`src/rtl/tlb_lookup_pkg.sv`:
```
package tlb_lookup_pkg;

  localparam int unsigned PAGE_SHIFT = 12;
  localparam int unsigned VPN_W      = 32 - PAGE_SHIFT;
  localparam int unsigned PFN_W      = 20;
  localparam int unsigned TAG_LOW_W  = 10;
  localparam int unsigned DATA_W     = PFN_W + 4;

  typedef enum logic [1:0] {
    ACC_LOAD  = 2'd0,
    ACC_STORE = 2'd1,
    ACC_FETCH = 2'd2,
    ACC_NONE  = 2'd3
  } acc_e;

  // bit 11 global, bit 10 valid, low bits hold the process id
  typedef struct packed {
    logic [VPN_W-1:0]     vpn;
    logic                 glob;
    logic                 vld;
    logic [TAG_LOW_W-1:0] low;
  } tlb_tag_t;

  typedef struct packed {
    logic             cache;
    logic             rd;
    logic             wr;
    logic             ex;
    logic [PFN_W-1:0] pfn;
  } tlb_data_t;

endpackage

```
`src/rtl/tlb_entry_store.sv`:
```
module tlb_entry_store
  import tlb_lookup_pkg::*;
#(
  parameter int unsigned NUM_WAYS = 4,
  parameter int unsigned SETS     = 4,
  localparam int unsigned IDX_W   = $clog2(SETS),
  localparam int unsigned WAY_W   = $clog2(NUM_WAYS)
) (
  input  logic                       clk_i,
  input  logic                       rst_ni,
  input  logic                       wr_en_i,
  input  logic [WAY_W-1:0]           wr_way_i,
  input  tlb_tag_t                   wr_tag_i,
  input  tlb_data_t                  wr_data_i,
  input  logic [IDX_W-1:0]           rd_idx_i,
  output tlb_tag_t  [NUM_WAYS-1:0]   rd_tag_o,
  output tlb_data_t [NUM_WAYS-1:0]   rd_data_o
);

  logic [IDX_W-1:0] wr_idx;
  assign wr_idx = wr_tag_i.vpn[IDX_W-1:0];

  for (genvar w = 0; w < NUM_WAYS; w++) begin : g_way
    tlb_tag_t  tag_q  [SETS];
    tlb_data_t data_q [SETS];
    logic      way_we;

    assign way_we = wr_en_i && (wr_way_i == WAY_W'(w));

    always_ff @(posedge clk_i or negedge rst_ni) begin
      if (!rst_ni) begin
        for (int s = 0; s < SETS; s++) begin
          tag_q[s]  <= '0;
          data_q[s] <= '0;
        end
      end else if (way_we) begin
        tag_q[wr_idx]  <= wr_tag_i;
        data_q[wr_idx] <= wr_data_i;
      end
    end

    assign rd_tag_o[w]  = tag_q[rd_idx_i];
    assign rd_data_o[w] = data_q[rd_idx_i];
  end

endmodule

```
`src/rtl/tlb_way_match.sv`:
```
module tlb_way_match
  import tlb_lookup_pkg::*;
#(
  parameter int unsigned PID_W = 8
) (
  input  tlb_tag_t          tag_i,
  input  logic [VPN_W-1:0]  vpn_i,
  input  logic [PID_W-1:0]  pid_i,
  output logic              match_o
);

  logic vpn_eq;
  logic pid_ok;

  assign vpn_eq  = (tag_i.vpn == vpn_i);
  assign pid_ok  = tag_i.glob || (tag_i.low[PID_W-1:0] == pid_i);
  assign match_o = tag_i.vld && vpn_eq && pid_ok;

  if (PID_W < TAG_LOW_W) begin : g_spare
    logic unused_spare;
    assign unused_spare = ^tag_i.low[TAG_LOW_W-1:PID_W];
  end

endmodule

```
`src/rtl/tlb_hit_select.sv`:
```
module tlb_hit_select
  import tlb_lookup_pkg::*;
#(
  parameter int unsigned NUM_WAYS = 4
) (
  input  logic      [NUM_WAYS-1:0] match_i,
  input  tlb_data_t [NUM_WAYS-1:0] data_i,
  output logic                     hit_o,
  output tlb_data_t                data_o
);

  // scan downward so the lowest matching way is the last to assign
  always_comb begin
    data_o = '0;
    for (int w = NUM_WAYS - 1; w >= 0; w--) begin
      if (match_i[w]) data_o = data_i[w];
    end
  end

  assign hit_o = |match_i;

endmodule

```
`src/rtl/tlb_lookup.sv`:
```
module tlb_lookup
  import tlb_lookup_pkg::*;
#(
  parameter int unsigned NUM_ENTRIES = 16,
  parameter int unsigned NUM_WAYS    = 4,
  parameter int unsigned PID_W       = 8,
  localparam int unsigned SETS       = NUM_ENTRIES / NUM_WAYS,
  localparam int unsigned IDX_W      = $clog2(SETS),
  localparam int unsigned WAY_W      = $clog2(NUM_WAYS)
) (
  input  logic               clk_i,
  input  logic               rst_ni,
  input  logic               req_valid_i,
  input  logic [31:0]        req_vaddr_i,
  input  logic [1:0]         req_acc_i,
  input  logic [PID_W-1:0]   req_pid_i,
  input  logic               wr_en_i,
  input  logic [WAY_W-1:0]   wr_way_i,
  input  logic [31:0]        wr_tag_i,
  input  logic [DATA_W-1:0]  wr_data_i,
  output logic               rsp_valid_o,
  output logic               rsp_hit_o,
  output logic [31:0]        rsp_paddr_o,
  output logic               rsp_rd_o,
  output logic               rsp_wr_o,
  output logic               rsp_ex_o,
  output logic               rsp_cache_o,
  output logic               rsp_allow_o
);

  logic [VPN_W-1:0] vpn;
  logic [IDX_W-1:0] idx;
  logic unused_offset;

  assign vpn = req_vaddr_i[31:PAGE_SHIFT];
  assign idx = vpn[IDX_W-1:0];
  assign unused_offset = ^req_vaddr_i[PAGE_SHIFT-1:0];

  tlb_tag_t  [NUM_WAYS-1:0] set_tag;
  tlb_data_t [NUM_WAYS-1:0] set_data;
  logic      [NUM_WAYS-1:0] way_hit;

  tlb_entry_store #(
    .NUM_WAYS (NUM_WAYS),
    .SETS     (SETS)
  ) u_store (
    .clk_i     (clk_i),
    .rst_ni    (rst_ni),
    .wr_en_i   (wr_en_i),
    .wr_way_i  (wr_way_i),
    .wr_tag_i  (tlb_tag_t'(wr_tag_i)),
    .wr_data_i (tlb_data_t'(wr_data_i)),
    .rd_idx_i  (idx),
    .rd_tag_o  (set_tag),
    .rd_data_o (set_data)
  );

  for (genvar w = 0; w < NUM_WAYS; w++) begin : g_cmp
    tlb_way_match #(
      .PID_W (PID_W)
    ) u_match (
      .tag_i   (set_tag[w]),
      .vpn_i   (vpn),
      .pid_i   (req_pid_i),
      .match_o (way_hit[w])
    );
  end

  logic      any_hit;
  tlb_data_t sel;

  tlb_hit_select #(
    .NUM_WAYS (NUM_WAYS)
  ) u_sel (
    .match_i (way_hit),
    .data_i  (set_data),
    .hit_o   (any_hit),
    .data_o  (sel)
  );

  logic grant;
  always_comb begin
    unique case (acc_e'(req_acc_i))
      ACC_LOAD:  grant = sel.rd;
      ACC_STORE: grant = sel.wr;
      ACC_FETCH: grant = sel.ex;
      default:   grant = 1'b0;
    endcase
  end

  logic      vld_q;
  logic      hit_q;
  logic      allow_q;
  tlb_data_t data_q;

  always_ff @(posedge clk_i or negedge rst_ni) begin
    if (!rst_ni) begin
      vld_q   <= 1'b0;
      hit_q   <= 1'b0;
      allow_q <= 1'b0;
      data_q  <= '0;
    end else begin
      vld_q   <= req_valid_i;
      hit_q   <= req_valid_i && any_hit;
      allow_q <= req_valid_i && any_hit && grant;
      data_q  <= (req_valid_i && any_hit) ? sel : '0;
    end
  end

  assign rsp_valid_o = vld_q;
  assign rsp_hit_o   = hit_q;
  assign rsp_allow_o = allow_q;
  assign rsp_paddr_o = {data_q.pfn, {PAGE_SHIFT{1'b0}}};
  assign rsp_rd_o    = data_q.rd;
  assign rsp_wr_o    = data_q.wr;
  assign rsp_ex_o    = data_q.ex;
  assign rsp_cache_o = data_q.cache;

endmodule

```
`config.mk`:
```
export PLATFORM = sky130hd
export DESIGN_NAME = tlb_lookup
export DESIGN_NICKNAME = d
export VERILOG_FILES = /design/src/rtl/tlb_lookup_pkg.sv /design/src/rtl/tlb_entry_store.sv /design/src/rtl/tlb_way_match.sv /design/src/rtl/tlb_hit_select.sv /design/src/rtl/tlb_lookup.sv
export SDC_FILE = /design/constraint.sdc
export NUM_CORES = 1
export LEC_CHECK = 0
export BUFFER_PORTS_ARGS = -buffer_cell sky130_fd_sc_hd__buf_2
export CORE_MARGIN = 2
export CORE_UTILIZATION = 50
export CTS_BUF_LIST = sky130_fd_sc_hd__clkbuf_4 sky130_fd_sc_hd__clkbuf_8 sky130_fd_sc_hd__clkbuf_16
export CTS_CLUSTER_DIAMETER = 150
export DETAILED_ROUTE_END_ITERATION = 10
export PLACE_DENSITY_LB_ADDON = 0.3
export SYNTH_ARGS = -nofsm -noshare
export SYNTH_HDL_FRONTEND = slang
export SYNTH_SLANG_ARGS = --single-unit
```
`constraint.sdc`:
```
create_clock -name clk_i -period 5 [get_ports clk_i]
set_input_delay 1 -clock clk_i [delete_from_list [all_inputs] [get_ports clk_i]]
set_output_delay 1 -clock clk_i [all_outputs]
set_load 0.05 [all_outputs]
```
==> impl_metrics.prom <==
# TYPE chip_impl_metric gauge
chip_impl_metric{name="postSynth.asyncResetShare",unit=""} 1.000
chip_impl_metric{name="syn_area",unit="sq um"} 40480
chip_impl_metric{name="grt_start_max_net_pins",unit=""} 127
chip_impl_metric{name="clock_insertion_delay_worst_skew",unit="ps"} 650
chip_impl_metric{name="post_route_cells_drive_above_1_share",unit=""} 0.5190
chip_impl_info{name="synth_top_flop_cell",value="sky130_fd_sc_hd__dfrtp_1"} 1
chip_impl_metric{name="post_synth_mux_area_share",unit=""} 0.3459
chip_impl_metric{name="cts_setup_buffers",unit=""} 0
chip_impl_metric{name="yosys.area_share.adder",unit=""} 0
chip_impl_metric{name="cts.repair.resized",unit=""} 0
chip_impl_metric{name="die_width",unit="um"} 288.5
chip_impl_metric{name="clock_buffers_created_by_tritoncts",unit=""} 93
chip_impl_metric{name="detail_route.iter0.violations",unit=""} 1327
chip_impl_metric{name="ys_ff_latch",unit=""} 891
chip_impl_metric{name="clk_pin_slew_worst_paths",unit="ps"} 60
chip_impl_info{name="critical_path.startpoint_type",value="input pin"} 1
chip_impl_metric{name="p_per_area",unit="nW/um^2"} 451.9
chip_impl_metric{name="report.final.setup_viol",unit=""} 0
chip_impl_metric{name="timing.fmax",unit="MHz"} 240.9
chip_impl_metric{name="postCtsHoldBufs",unit=""} 0
chip_impl_metric{name="leakagePower",unit="nW"} 19.67
chip_impl_metric{name="dp_hpwl",unit="um"} 58220
chip_impl_metric{name="synth-seq-area-share",unit=""} 0.5509
chip_impl_metric{name="grt_util_all_layers",unit=""} 0.2422
chip_impl_info{name="unrepaired_setup_endpoints_after_global_routing",value="false"} 1
chip_impl_info{name="combinational_family_with_the_most_area_after_synthesis",value="multiplexers"} 1
chip_impl_metric{name="grt_first_pass_wirelength",unit="um"} 153300
chip_impl_metric{name="chipHeight",unit="um"} 288.5
chip_impl_metric{name="post_drt_via_cell_ratio",unit=""} 5.967
chip_impl_metric{name="synth_edf_count",unit=""} 0
chip_impl_info{name="layout_common_cells",value="sky130_fd_sc_hd__dfrtp_1, sky130_fd_sc_hd__mux2_2, sky130_fd_sc_hd__mux4_2"} 1
chip_impl_metric{name="finalWorstPathRequiredPeriod",unit="ps"} 4151
chip_impl_metric{name="finalHoldViolCount",unit=""} 0
chip_impl_metric{name="floorplan.initialDensity",unit=""} 0.5041
chip_impl_metric{name="rows",unit=""} 104
chip_impl_metric{name="yosys.area_share.xor_xnor",unit=""} 0.02315
chip_impl_metric{name="max_cap_viol_count",unit=""} 0
chip_impl_metric{name="layout-area-overhead-vs-synth",unit="%"} 12.97
chip_impl_metric{name="final_antenna_net_count",unit=""} 0
chip_impl_metric{name="routed_wire_length_per_instance",unit="um"} 25.43
chip_impl_metric{name="average_cell_area_after_synthesis",unit="sq um"} 15.41
chip_impl_metric{name="top_level_ports",unit=""} 143
chip_impl_info{name="cts_root_buffer",value="sky130_fd_sc_hd__clkbuf_16"} 1
chip_impl_info{name="final_common_cell",value="sky130_fd_sc_hd__dfrtp_1"} 1
chip_impl_metric{name="slew_headroom",unit=""} 0.2726
chip_impl_metric{name="drc",unit=""} 0
chip_impl_metric{name="postPlaceCellArea",unit="sq um"} 42280
chip_impl_metric{name="cp_max_fo",unit=""} 37
chip_impl_metric{name="nNetsFinal",unit=""} 2794
chip_impl_metric{name="fp.coreArea",unit="sq um"} 80290
chip_impl_info{name="tritoncts",value="done"} 1
chip_impl_metric{name="cp.required",unit="ps"} 5510
chip_impl_metric{name="vdd_drop_max",unit="uV"} 316.8
chip_impl_metric{name="fin_setup_tns",unit="ps"} 0
chip_impl_metric{name="ys_warn_count",unit=""} 0
chip_impl_metric{name="initial_antenna_violation_count",unit=""} 13
chip_impl_metric{name="vias",unit=""} 22843
chip_impl_metric{name="grt_pass1_vias",unit=""} 25291
chip_impl_metric{name="power.total",unit="mW"} 20.66
chip_impl_metric{name="cts-root-to-sink-buffers",unit=""} 3
chip_impl_metric{name="finalInstanceArea",unit="sq um"} 45730
chip_impl_info{name="timing.setup.critical_path_class",value="in -> reg"} 1
chip_impl_metric{name="timing_max_transition_violations_final",unit=""} 0
chip_impl_metric{name="synth_simple_gate_area_share",unit=""} 0.02476
chip_impl_metric{name="dr.pass1.iters",unit=""} 5
chip_impl_metric{name="yosys.cell_types.count",unit=""} 62
chip_impl_metric{name="tightestPinTransition",unit="ps"} 1091
chip_impl_info{name="outcome",value="completed"} 1
chip_impl_metric{name="layout_setup_ws",unit="ps"} 849.0
chip_impl_metric{name="dp_worst_setup_slack",unit="ps"} 276.2
chip_impl_metric{name="clock-sinks",unit=""} 891
chip_impl_metric{name="place_congestion",unit=""} 0.7563
chip_impl_metric{name="synth_compound_gate_area_share",unit=""} 0.02297
chip_impl_info{name="timing.critical_path.to_type",value="flop"} 1
chip_impl_metric{name="globalRoute.totalOverflow",unit=""} 0
chip_impl_metric{name="wirelength",unit="um"} 97350
chip_impl_metric{name="setup.reg_to_reg.worst_slack",unit="ps"} 1520
chip_impl_metric{name="die-area",unit="sq um"} 83240
chip_impl_metric{name="skew",unit="ps"} 22.84
chip_impl_metric{name="syn-instance-count",unit=""} 2627
chip_impl_metric{name="worstPathArrival",unit="ps"} 4670
chip_impl_metric{name="port_buffers",unit=""} 116
chip_impl_metric{name="deepest_level_of_the_cts_h_tree",unit=""} 3
chip_impl_info{name="hold_path_class",value="in -> async"} 1
chip_impl_metric{name="layout_worst_path_cycle_share",unit=""} 0.8302
==> stage by stage <==
stage	hold slack, ps	instances	util
6_report	401.4	3828	0.5695
5_1_grt	445.2	3826	0.5695
4_1_cts	433.0	3825	0.5694
3_5_place_dp	432.1	3655	0.5266
3_3_place_gp	426.6	3655	0.5266
2_1_floorplan	410.9	2638	-
==> cells in the mapped netlist (all sizes together), types with 2 or more instances <==
cell / number / share of area
nor3b: 5 / 0.0012
a21o: 2 / 0.00037
o32ai: 3 / 0.00065
buf: 76 / 0.013
dfrtp: 891 / 0.55
o31ai: 4 / 0.0011
xor2: 54 / 0.012
o311ai: 3 / 0.00065
xnor2: 53 / 0.011
and4: 4 / 0.00087
a21oi: 51 / 0.0064
nand3b: 7 / 0.0013
nor2: 15 / 0.0014
clkbuf: 153 / 0.014
mux2i: 18 / 0.0045
mux4: 198 / 0.11
a2bb2oi: 2 / 0.00043
nand4: 8 / 0.0012
a211o: 21 / 0.0045
or2: 31 / 0.0048
nor2b: 11 / 0.0017
and2: 10 / 0.0015
o21ai: 25 / 0.0041
a2111oi: 3 / 0.0011
inv: 52 / 0.0048
mux2: 831 / 0.23
nor4: 13 / 0.0028
nor3: 5 / 0.00074
nand3: 11 / 0.0014
nand2b: 10 / 0.0015
o2111ai: 4 / 0.0013
a211oi: 2 / 0.00037
nand2: 40 / 0.0037
==> worst max-delay path, cell delays in order <==
cell	delay, ps
sky130_fd_sc_hd__buf_8	360
sky130_fd_sc_hd__buf_12	300
sky130_fd_sc_hd__mux4_2	540
sky130_fd_sc_hd__xnor2_1	220
sky130_fd_sc_hd__o2111ai_1	270
sky130_fd_sc_hd__nor4_1	560
sky130_fd_sc_hd__nor3b_4	460
sky130_fd_sc_hd__buf_12	280
sky130_fd_sc_hd__a21oi_1	60
sky130_fd_sc_hd__o31ai_1	110
sky130_fd_sc_hd__a21oi_1	160
sky130_fd_sc_hd__a32o_1	260
==> power by group <==
part           internal (mW)  leakage, nW  switching, mW
logic                   2.09         7.01           1.35
registers               8.80         11.0          0.808
clock network           4.70         1.70           2.90
==> kinds of logic after synthesis <==
family / Yosys count
mux: 1047
flops: 891
xor+xnor: 107
compound gates: 129
simple gates: 171
other cells: 1
buf+inv: 281
==> worst paths after layout <==
check                                                        from                                       to  cells past startpoint
min in group clk_i         u_store.g_way[1].tag_q[13]$_DFFE_PN0P_   u_store.g_way[1].tag_q[13]$_DFFE_PN0P_                      1
max reg2reg                u_store.g_way[2].tag_q[16]$_DFFE_PN0P_                rsp_paddr_o[31]$_DFF_PN0_                     10
min                                                        rst_ni  u_store.g_way[0].data_q[85]$_DFFE_PN0P_                      1
max                                               req_vaddr_i[12]                    rsp_allow_o$_DFF_PN0_                     12
max in group asynchronous                                  rst_ni   u_store.g_way[3].tag_q[25]$_DFFE_PN0P_                      2
min reg2reg                u_store.g_way[1].tag_q[13]$_DFFE_PN0P_   u_store.g_way[1].tag_q[13]$_DFFE_PN0P_                      1
==> cell type report <==
type                       instances  area [sq um]
antenna                            3         7.507
clock buffer                     122          2710
clock inverter                    48         725.7
fill                            6169         34560
inverter                          52         195.2
multi-input combinational       1466         17030
sequential                       891         22300
tap                             1060          1326
timing repair buffer             186          1436
==> flip-flops by register name, summed over array words and instances (netlist names) <==
register / flops
rsp_rd_o: 1
rsp_cache_o: 1
u_store.g_way.tag_q: 480
u_store.g_way.data_q: 384
rsp_ex_o: 1
rsp_valid_o: 1
rsp_hit_o: 1
rsp_wr_o: 1
rsp_allow_o: 1
rsp_paddr_o: 20
==> layer usage <==
| metal | global-route usage | up-vias | part of all wire |
|---|---|---|---|
| li1 | - | 9675 | - |
| met1 | 0.3298 | 12475 | 0.43 |
| met2 | 0.4083 | 506 | 0.50 |
| met3 | 0.03855 | 175 | 0.043 |
| met4 | 0.06295 | 12 | 0.023 |
| met5 | 0 | - | 0.00080 |
(Power assumes the default switching activity.)
